--- src/rtl/ptw_pkg.sv ---
package ptw_pkg;
  localparam int BIT_PRESENT = 0;
  localparam int BIT_WRITE   = 1;
  localparam int BIT_USER    = 2;

  typedef enum logic [2:0] {
    FLT_NONE     = 3'd0,
    FLT_ABSENT   = 3'd1,
    FLT_WRPROT   = 3'd2,
    FLT_PRIV     = 3'd3,
    FLT_NONCANON = 3'd4
  } fault_e;

  typedef struct packed {
    logic   load;
    logic   descend;
    logic   setResult;
    logic   setFault;
    fault_e code;
  } ptwStrobe_t;
endpackage

--- src/rtl/ptw_datapath.sv ---
module ptw_datapath
  import ptw_pkg::*;
#(
  parameter int ADDR_W     = 64,
  parameter int VA_BITS    = 48,
  parameter int PA_BITS    = 52,
  parameter int LEVELS     = 4,
  parameter int IDX_W      = 9,
  parameter int PAGE_SHIFT = 12
) (
  input  logic              clk,
  input  logic              rst_n,
  input  ptwStrobe_t        strb,
  input  logic [ADDR_W-1:0] reqAddr,
  input  logic              reqWrite,
  input  logic              reqUser,
  input  logic [ADDR_W-1:0] rootBase,
  input  logic [ADDR_W-1:0] memRspData,
  output logic              canonical,
  output fault_e            entryCode,
  output logic              isLeaf,
  output logic [ADDR_W-1:0] memReqAddr,
  output logic [ADDR_W-1:0] physAddr,
  output fault_e            faultCode
);
  localparam int FRAME_W     = PA_BITS - PAGE_SHIFT;
  localparam int ENTRY_SHIFT = PAGE_SHIFT - IDX_W;
  localparam int LVL_W       = (LEVELS > 1) ? $clog2(LEVELS) : 1;
  localparam int PAD_W       = ADDR_W - PA_BITS;

  logic [VA_BITS-1:0] vaReg;
  logic               wrReg, usrReg;
  logic [FRAME_W-1:0] baseReg;
  logic [LVL_W-1:0]   lvlReg;
  logic [ADDR_W-1:0]  physReg;
  fault_e             codeReg;

  logic [IDX_W-1:0]   idxTab [LEVELS];
  logic [IDX_W-1:0]   curIdx;
  logic [FRAME_W-1:0] nextFrame;
  logic [ADDR_W-VA_BITS:0] upperBits;
  logic unusedBits;

  for (genvar l = 0; l < LEVELS; l++) begin : g_idx
    assign idxTab[l] = vaReg[PAGE_SHIFT + IDX_W*l +: IDX_W];
  end

  assign curIdx     = idxTab[lvlReg];
  assign nextFrame  = memRspData[PA_BITS-1:PAGE_SHIFT];
  assign upperBits  = reqAddr[ADDR_W-1:VA_BITS-1];
  assign canonical  = (&upperBits) | ~(|upperBits);
  assign isLeaf     = (lvlReg == '0);
  assign memReqAddr = {{PAD_W{1'b0}}, baseReg, curIdx, {ENTRY_SHIFT{1'b0}}};
  assign physAddr   = physReg;
  assign faultCode  = codeReg;
  assign unusedBits = ^{memRspData[ADDR_W-1:PA_BITS], memRspData[PAGE_SHIFT-1:3],
                        rootBase[ADDR_W-1:PA_BITS], rootBase[PAGE_SHIFT-1:0]};

  always_comb begin
    if (!memRspData[BIT_PRESENT])              entryCode = FLT_ABSENT;
    else if (wrReg && !memRspData[BIT_WRITE])  entryCode = FLT_WRPROT;
    else if (usrReg && !memRspData[BIT_USER])  entryCode = FLT_PRIV;
    else                                       entryCode = FLT_NONE;
  end

  always_ff @(posedge clk) begin
    if (!rst_n) begin
      vaReg   <= '0;
      wrReg   <= 1'b0;
      usrReg  <= 1'b0;
      baseReg <= '0;
      lvlReg  <= '0;
      physReg <= '0;
      codeReg <= FLT_NONE;
    end else begin
      if (strb.load) begin
        vaReg   <= reqAddr[VA_BITS-1:0];
        wrReg   <= reqWrite;
        usrReg  <= reqUser;
        baseReg <= rootBase[PA_BITS-1:PAGE_SHIFT];
        lvlReg  <= LVL_W'(LEVELS - 1);
        physReg <= '0;
        codeReg <= FLT_NONE;
      end
      if (strb.descend) begin
        baseReg <= nextFrame;
        lvlReg  <= lvlReg - 1'b1;
      end
      if (strb.setResult) begin
        physReg <= {{PAD_W{1'b0}}, nextFrame, vaReg[PAGE_SHIFT-1:0]};
        codeReg <= FLT_NONE;
      end
      if (strb.setFault) begin
        physReg <= '0;
        codeReg <= strb.code;
      end
    end
  end
endmodule

--- src/rtl/ptw_ctrl.sv ---
module ptw_ctrl
  import ptw_pkg::*;
(
  input  logic       clk,
  input  logic       rst_n,
  input  logic       reqValid,
  input  logic       memRspValid,
  input  logic       canonical,
  input  fault_e     entryCode,
  input  logic       isLeaf,
  output logic       reqReady,
  output logic       memReqValid,
  output logic       done,
  output ptwStrobe_t strb
);
  typedef enum logic [1:0] {S_IDLE, S_ISSUE, S_WAIT, S_FINISH} state_e;
  state_e state, nextState;

  always_comb begin
    nextState = state;
    strb      = '0;
    strb.code = FLT_NONE;
    unique case (state)
      S_IDLE: if (reqValid) begin
        strb.load = 1'b1;
        if (!canonical) begin
          strb.setFault = 1'b1;
          strb.code     = FLT_NONCANON;
          nextState     = S_FINISH;
        end else begin
          nextState = S_ISSUE;
        end
      end
      S_ISSUE: nextState = S_WAIT;
      S_WAIT: if (memRspValid) begin
        if (entryCode != FLT_NONE) begin
          strb.setFault = 1'b1;
          strb.code     = entryCode;
          nextState     = S_FINISH;
        end else if (isLeaf) begin
          strb.setResult = 1'b1;
          nextState      = S_FINISH;
        end else begin
          strb.descend = 1'b1;
          nextState    = S_ISSUE;
        end
      end
      S_FINISH: nextState = S_IDLE;
      default:  nextState = S_IDLE;
    endcase
  end

  always_ff @(posedge clk) begin
    if (!rst_n) state <= S_IDLE;
    else        state <= nextState;
  end

  assign reqReady    = (state == S_IDLE);
  assign memReqValid = (state == S_ISSUE);
  assign done        = (state == S_FINISH);
endmodule

--- src/rtl/pt_walker.sv ---
module pt_walker
  import ptw_pkg::*;
#(
  parameter int VA_BITS    = 48,
  parameter int PA_BITS    = 52,
  parameter int LEVELS     = 4,
  parameter int IDX_W      = 9,
  parameter int PAGE_SHIFT = 12
) (
  input  logic        clk,
  input  logic        rst_n,
  input  logic        reqValid,
  output logic        reqReady,
  input  logic [63:0] reqAddr,
  input  logic        reqWrite,
  input  logic        reqUser,
  input  logic [63:0] rootBase,
  output logic        memReqValid,
  output logic [63:0] memReqAddr,
  input  logic        memRspValid,
  input  logic [63:0] memRspData,
  output logic        done,
  output logic [63:0] physAddr,
  output logic [2:0]  faultCode
);
  ptwStrobe_t strb;
  logic       canonical, isLeaf;
  fault_e     entryCode, codeOut;

  ptw_ctrl u_ctrl (
    .clk(clk), .rst_n(rst_n), .reqValid(reqValid), .memRspValid(memRspValid),
    .canonical(canonical), .entryCode(entryCode), .isLeaf(isLeaf),
    .reqReady(reqReady), .memReqValid(memReqValid), .done(done), .strb(strb)
  );

  ptw_datapath #(
    .ADDR_W(64), .VA_BITS(VA_BITS), .PA_BITS(PA_BITS), .LEVELS(LEVELS),
    .IDX_W(IDX_W), .PAGE_SHIFT(PAGE_SHIFT)
  ) u_dp (
    .clk(clk), .rst_n(rst_n), .strb(strb), .reqAddr(reqAddr), .reqWrite(reqWrite),
    .reqUser(reqUser), .rootBase(rootBase), .memRspData(memRspData),
    .canonical(canonical), .entryCode(entryCode), .isLeaf(isLeaf),
    .memReqAddr(memReqAddr), .physAddr(physAddr), .faultCode(codeOut)
  );

  assign faultCode = codeOut;
endmodule

--- config.mk ---
export PLATFORM = sky130hd
export DESIGN_NAME = pt_walker
export DESIGN_NICKNAME = d
export VERILOG_FILES = /design/src/rtl/ptw_pkg.sv /design/src/rtl/ptw_datapath.sv /design/src/rtl/ptw_ctrl.sv /design/src/rtl/pt_walker.sv
export SDC_FILE = /design/constraint.sdc
export NUM_CORES = 1
export LEC_CHECK = 0
export CAP_MARGIN = 0
export CORE_ASPECT_RATIO = 0.75
export CORE_MARGIN = 2
export CORE_UTILIZATION = 37
export DETAILED_ROUTE_END_ITERATION = 12
export DONT_BUFFER_PORTS = 1
export RECOVER_POWER = 100
export SETUP_SLACK_MARGIN = 0.2
export SLEW_MARGIN = 20
export SYNTH_ARGS = -nofsm -noshare
export SYNTH_HDL_FRONTEND = slang
export SYNTH_SLANG_ARGS = --single-unit
--- constraint.sdc ---
create_clock -name clk -period 2.23 [get_ports clk]
set_input_delay 0.3345 -clock clk [delete_from_list [all_inputs] [get_ports clk]]
set_output_delay 0.3345 -clock clk [all_outputs]
set_load 0.05 [all_outputs]
[Word level (Yosys, flattened, before mapping)]
Cells that the tools add are included.
Operators by class
  equal/unequal tests: 5
  bitwise operators: 4
  order comparisons: 1
  reductions and logical operators: 14
  muxes and demuxes: 32
  add/sub/neg operators: 1
Operator list (count)
  52-bit 2-to-1 mux: 2
  40-bit 2-to-1 mux: 2
  2-bit 2-to-1 mux: 10
  9-bit binary-select mux with 2-bit select: 1
  9-bit 2-to-1 mux: 2
  17-bit AND reduction: 1
  17-bit OR reduction: 1
  3-bit 2-to-1 mux: 5
  4-bit 2-to-1 mux: 3
  2-bit case mux with 4 select lines: 1
  4-bit case mux with 2 select lines: 1
  6-bit 2-to-1 mux: 1
  3-bit nonzero test: 2
  2-bit == test (second input constant): 2
  2-bit logical NOT: 2
  1-bit 2-to-1 mux: 4
  2-bit inequality test (second input constant): 2
  2-bit nonzero test: 2
  3-bit >= comparator (second input constant): 1
  2-bit inverter with 3-bit output: 1
  2-bit by 1-bit == test with 1-bit output (second input constant): 1
  1-bit logical AND: 2
  1-bit logical NOT: 2
  1-bit inverter: 2
  other kinds (4): 4
Storage, ports and cells
  bits in registers: 149

[Longest topological paths before layout]
  depth in word-level cells: 11
  depth in mapped cells: 8

[Cells and area by module]
From an unflattened synthesis, not the netlist that was laid out.
Unflattened totals
  cells, all modules: 720
  area total of the unflattened synthesis: 7021.7 µm²
Modules (own cells, without submodules)
  ptw_datapath: times used 1, sequential area each 2942.8 µm², area an instance 6825.3 µm², cells each 696
  ptw_ctrl: times used 1, sequential area each 40.0 µm², area an instance 196.4 µm², cells each 24

[Worst setup path after synthesis]
Ideal clock, no wire load.
  path type: register to register
  from: register u_ctrl.state[1]
  to: register u_dp.baseReg[11]
  setup slack: 0.229 ns
  library setup time: 0.059 ns
  clock period less this slack: 2.001 ns
  stages on the path, launching flop included: 8
  path buffers: 2
  arrival time: 1.942 ns
  path through: dfxtp_1 > nor2_1 > and2_1 > buf_4 > buf_2 > nand2_1 > nand3_2 > o211a_1
On the way
  cells in the longest elaborated chain, start to end: 3
  elaborated cells on any way between the ends: 6
  those cells by class: eq/ne (1); mux (3); reduce/logical (2)
Ends and longest elaborated chain
  from (decl): RTL line ptw_ctrl.sv:17  | state_e state, nextState;
  from (signal assigned): RTL line ptw_ctrl.sv:55  | else state <= nextState;
  2-bit logical NOT
  net reqReady: RTL line pt_walker.sv:13  | output logic reqReady,
  1-bit 2-to-1 mux: RTL line ptw_ctrl.sv:23  | unique case (state)
  2-bit nonzero test (no source line)
  to (signal assigned): RTL line ptw_datapath.sv:80  | baseReg <= rootBase[PA_BITS-1:PAGE_SHIFT];
  to (signal assigned): RTL line ptw_datapath.sv:86  | baseReg <= nextFrame;
  to (decl): RTL line ptw_datapath.sv:33  | logic [FRAME_W-1:0] baseReg;
The timed path passes the listed nets, and every way through them passes these cells.
A chain may end at the register's enable or synchronous reset.

[Worst setup path after layout]
  from: register u_dp.lvlReg[0]
  to: output port memReqAddr[5]
On the way
  cells in the longest elaborated chain, start to end: 4
Ends and longest elaborated chain
  from (decl): RTL line ptw_datapath.sv:34  | logic [LVL_W-1:0] lvlReg;
  from (signal assigned): RTL line ptw_datapath.sv:81  | lvlReg <= LVL_W'(LEVELS - 1);
  from (signal assigned): RTL line ptw_datapath.sv:87  | lvlReg <= lvlReg - 1'b1;
  2-bit inverter with 3-bit output (implied by the code): RTL line ptw_datapath.sv:48  | assign curIdx = idxTab[lvlReg];
  9-bit binary-select mux with 2-bit select: RTL line ptw_datapath.sv:48
  9-bit 2-to-1 mux (implied by the code) (2 in a row): RTL line ptw_datapath.sv:48
  to (decl): RTL line pt_walker.sv:19  | output logic [63:0] memReqAddr,
Every way passes these cells. The select of a mux whose other input is x is not followed.

==> impl_results.md <==
* Run status: complete, no violations
* Required time of the critical path at 1900 ps
* Slew @ Worst Pin at 837.1 ps
* Port bufs at 0
* CTS H-Tree Depth at 4
* Met1 usage at 24.00%
* Slew headroom at 44.16%
* Final hold vios at 0
* Worst-path fanout max at 10
* RSZ-0062 raised after global routing: false
* First-pass GRT wire length at 27.30 mm
* Detail Route Antenna Nets at 0
* Ant diodes at 0
* Setup violations, final at 0
* Clock power share at about 41%
* Highest clock rate at just over 0.5 GHz
* Max cap viols at 0
* Vias in the first global route at 4781
* Synth Area per Inst at 8.667 sq um
* Drt via density at 5.183
* Most frequent cells in the layout: 234 x nand2_1, 149 x dfxtp_1, 58 x nand3_1
* Clk Latency, worst-skew pair at 420 ps
* 1st-iter DRT viols at 354
* Seq cells post-synth at approximately 150
* Worst Hold Class: in2reg
* CP Launch Type: flop
* CTS Buf Count at 17
* P_int at 4.713 mW
* Overall die area at 0.01897 sq mm
* Clock Skews at 10.27 ps
* Combinational Power Share at 12.5%
* Synth async-reset ratio at 0%
* GPL Wtd Cong at 0.7219
* VDD IR max at 0.4496 mV
* Pre-Repair DR Iteration Count at 5
* GR met2 Demand/Resource at between 20% and 30%
* # DRC at 0
* Period utilization at 89.01%
* Initial Util at 37.67%
* GRT Resource Usage Total at 18.75%
* Post-route setup TNS at 0 ps
* Final HPWL DP at 12.57 mm
* DR WL/cell at roughly 18 microns
* Met3 Track Usage GR at 7.873%
* Core area at 0.01755 sq mm
* Leakage power figure at 3.076 nW
* Grt ovf at 0
* Share of power burned in registers at 46.4%
* Vias at 5147
* Sink Count at ~150
* Final #Nets at 937
* Ys Warns at 0
* Root Buffer: clkbuf_16
* Post-synthesis sequential area ratio at 45.11%
* Boundary pin count at between 300 and 400
* Clk slew on worst S/H paths at 70 ps
* Critical setup path kind: reg2out
* Max Buffers Root-to-Sink at 2
* Net Sw Frac at between 30% and 40%
* Post-CTS setup buffers at 0
* Largest net degree at the start of global routing at 100
* Row Count at 42
* Commonest register cell after synthesis: dfxtp_1
* Most Used Layer, Global Route: met2
* Die H at between 100 and 150 microns
* Pwr per Cell Area at 942.6 mW/mm^2
* Crit path capture type: output port
* Fill count at 1825
* Die W at approximately 160 microns
* # hold bufs at CTS at 0
* Gate Count Post-Synth at 763
* Number of flops mapped to enable cells by yosys at 0
* Synth cell types at 35
* Pins Over Slew Limit at 0
* Initial antenna violation count at 0
* Most common cell after layout, fill and taps aside: nand2_1
* Min Tclk post-route at 1985 ps
* Area growth, synth to finish at 9.915%
* TritonCTS clock tree: built
* Netlist Area Pre-Place at between 0.006 and 0.007 sq mm
* Final WL at 17.99 mm
* Fraction of layout cells with a size suffix above 1 at 13.18%
* Net Sw Power at 2.138 mW
* Worst Path Arrival at 1650 ps
* Post-layout util at approximately 41%
## layout make-up
cell class | count | area, sq um | area share (%)
multi-input cells | 547 | 3178 | 43.73
flip-flops and latches | 149 | 2983 | 41.04
clock buffers | 20 | 456.7 | 6.283
well taps | 242 | 302.8 | 4.166
repair buffers | 20 | 219.0 | 3.013
clock inverters | 12 | 117.6 | 1.618
inverters | 3 | 11.26 | 0.1549
## synth_stat cells, types with 3 or more instances
master	number	area share (%)
nand4_1	4	0.38
a21oi_1	52	3.9
dfxtp_1	149	45
nand3_2	39	5.9
mux4_2	9	3.1
a21boi_0	52	5.9
nor3_1	3	0.23
buf_2	29	2.2
buf_6	9	1.5
inv_1	3	0.17
buf_4	28	3.2
nand2_1	234	13
o211a_1	41	6.2
nor2_1	4	0.23
nor4_1	5	0.47
nand3_1	55	4.2
a32o_1	3	0.45
clkbuf_1	23	1.3
## worst max-delay path, stage by stage, from the launching register on
cell,delay [ps]
dfxtp_1,380
buf_12,170
mux4_2,680
## power by group through the flow
| stage | Clock [mW] | Combinational (mW) | Sequential [mW] |
|---|---|---|---|
| global placement | 0 | 0.864 | 3.24 |
| global route | 2.98 | 0.945 | 3.20 |
| finish | 2.81 | 0.856 | 3.18 |
| CTS | 2.88 | 0.876 | 3.18 |
| floorplan | 0 | 0.765 | 3.20 |
| detailed placement | 0 | 0.874 | 3.24 |
## state kept, by name, summed over array words and instances, names as in the netlist
| register | cells |
|---|---|
| u_dp.vaReg | 48 |
| u_dp.faultCode | 3 |
| u_dp.usrReg | 1 |
| u_ctrl.state | 2 |
| u_dp.lvlReg | 2 |
| u_dp.physAddr | 52 |
| u_dp.baseReg | 40 |
| u_dp.wrReg | 1 |
## worst paths after layout
check	end	slack, ps	cells after the start	from
setup / recovery	memReqAddr[5]	250	2	u_dp.lvlReg[0]
hold / removal	u_dp.physAddr[37]	50	2	memRspData[37]
setup reg to reg	u_dp.baseReg[39]	290	6	u_ctrl.state[1]
hold reg to reg	u_dp.physAddr[8]	450	2	u_dp.vaReg[8]
## routing by layer
layer / share of wire [%] / wire length, microns
met4: 1.0 / 184
met1: 44 / 7851
met3: 10 / 1832
met5: 0 / 0
met2: 45 / 8120
## logic make-up after synthesis
logic type	after synthesis	synth area share, %
other cells	1	0.05671
buf+inv	93	8.439
simple gates	356	25.92
compound gates	154	17.22
flops	149	45.11
mux	9	3.065
fa+ha+maj	1	0.1892
## timing repair
action / in CTS / in global routing
resized for setup: 1 / 3
endpoints found under the setup margin: 9 / 9
pin swaps: 0 / 0
hold endpoints to repair: 0 / 0
## metrics by stage
step	instances	worst slack, ps	cell area, sq um	total power [mW]	hold slack [ps]
2_1_floorplan	789	229.0	6710	3.969	432.2
3_5_place_dp	961	382.4	6721	4.114	442.3
3_3_place_gp	961	388.4	6721	4.102	439.9
5_1_grt	993	118.5	7268	7.127	22.48
4_1_cts	993	207.8	7300	6.935	26.18
6_report	993	245.1	7268	6.851	48.69
Power figures use the tool's default switching activity.
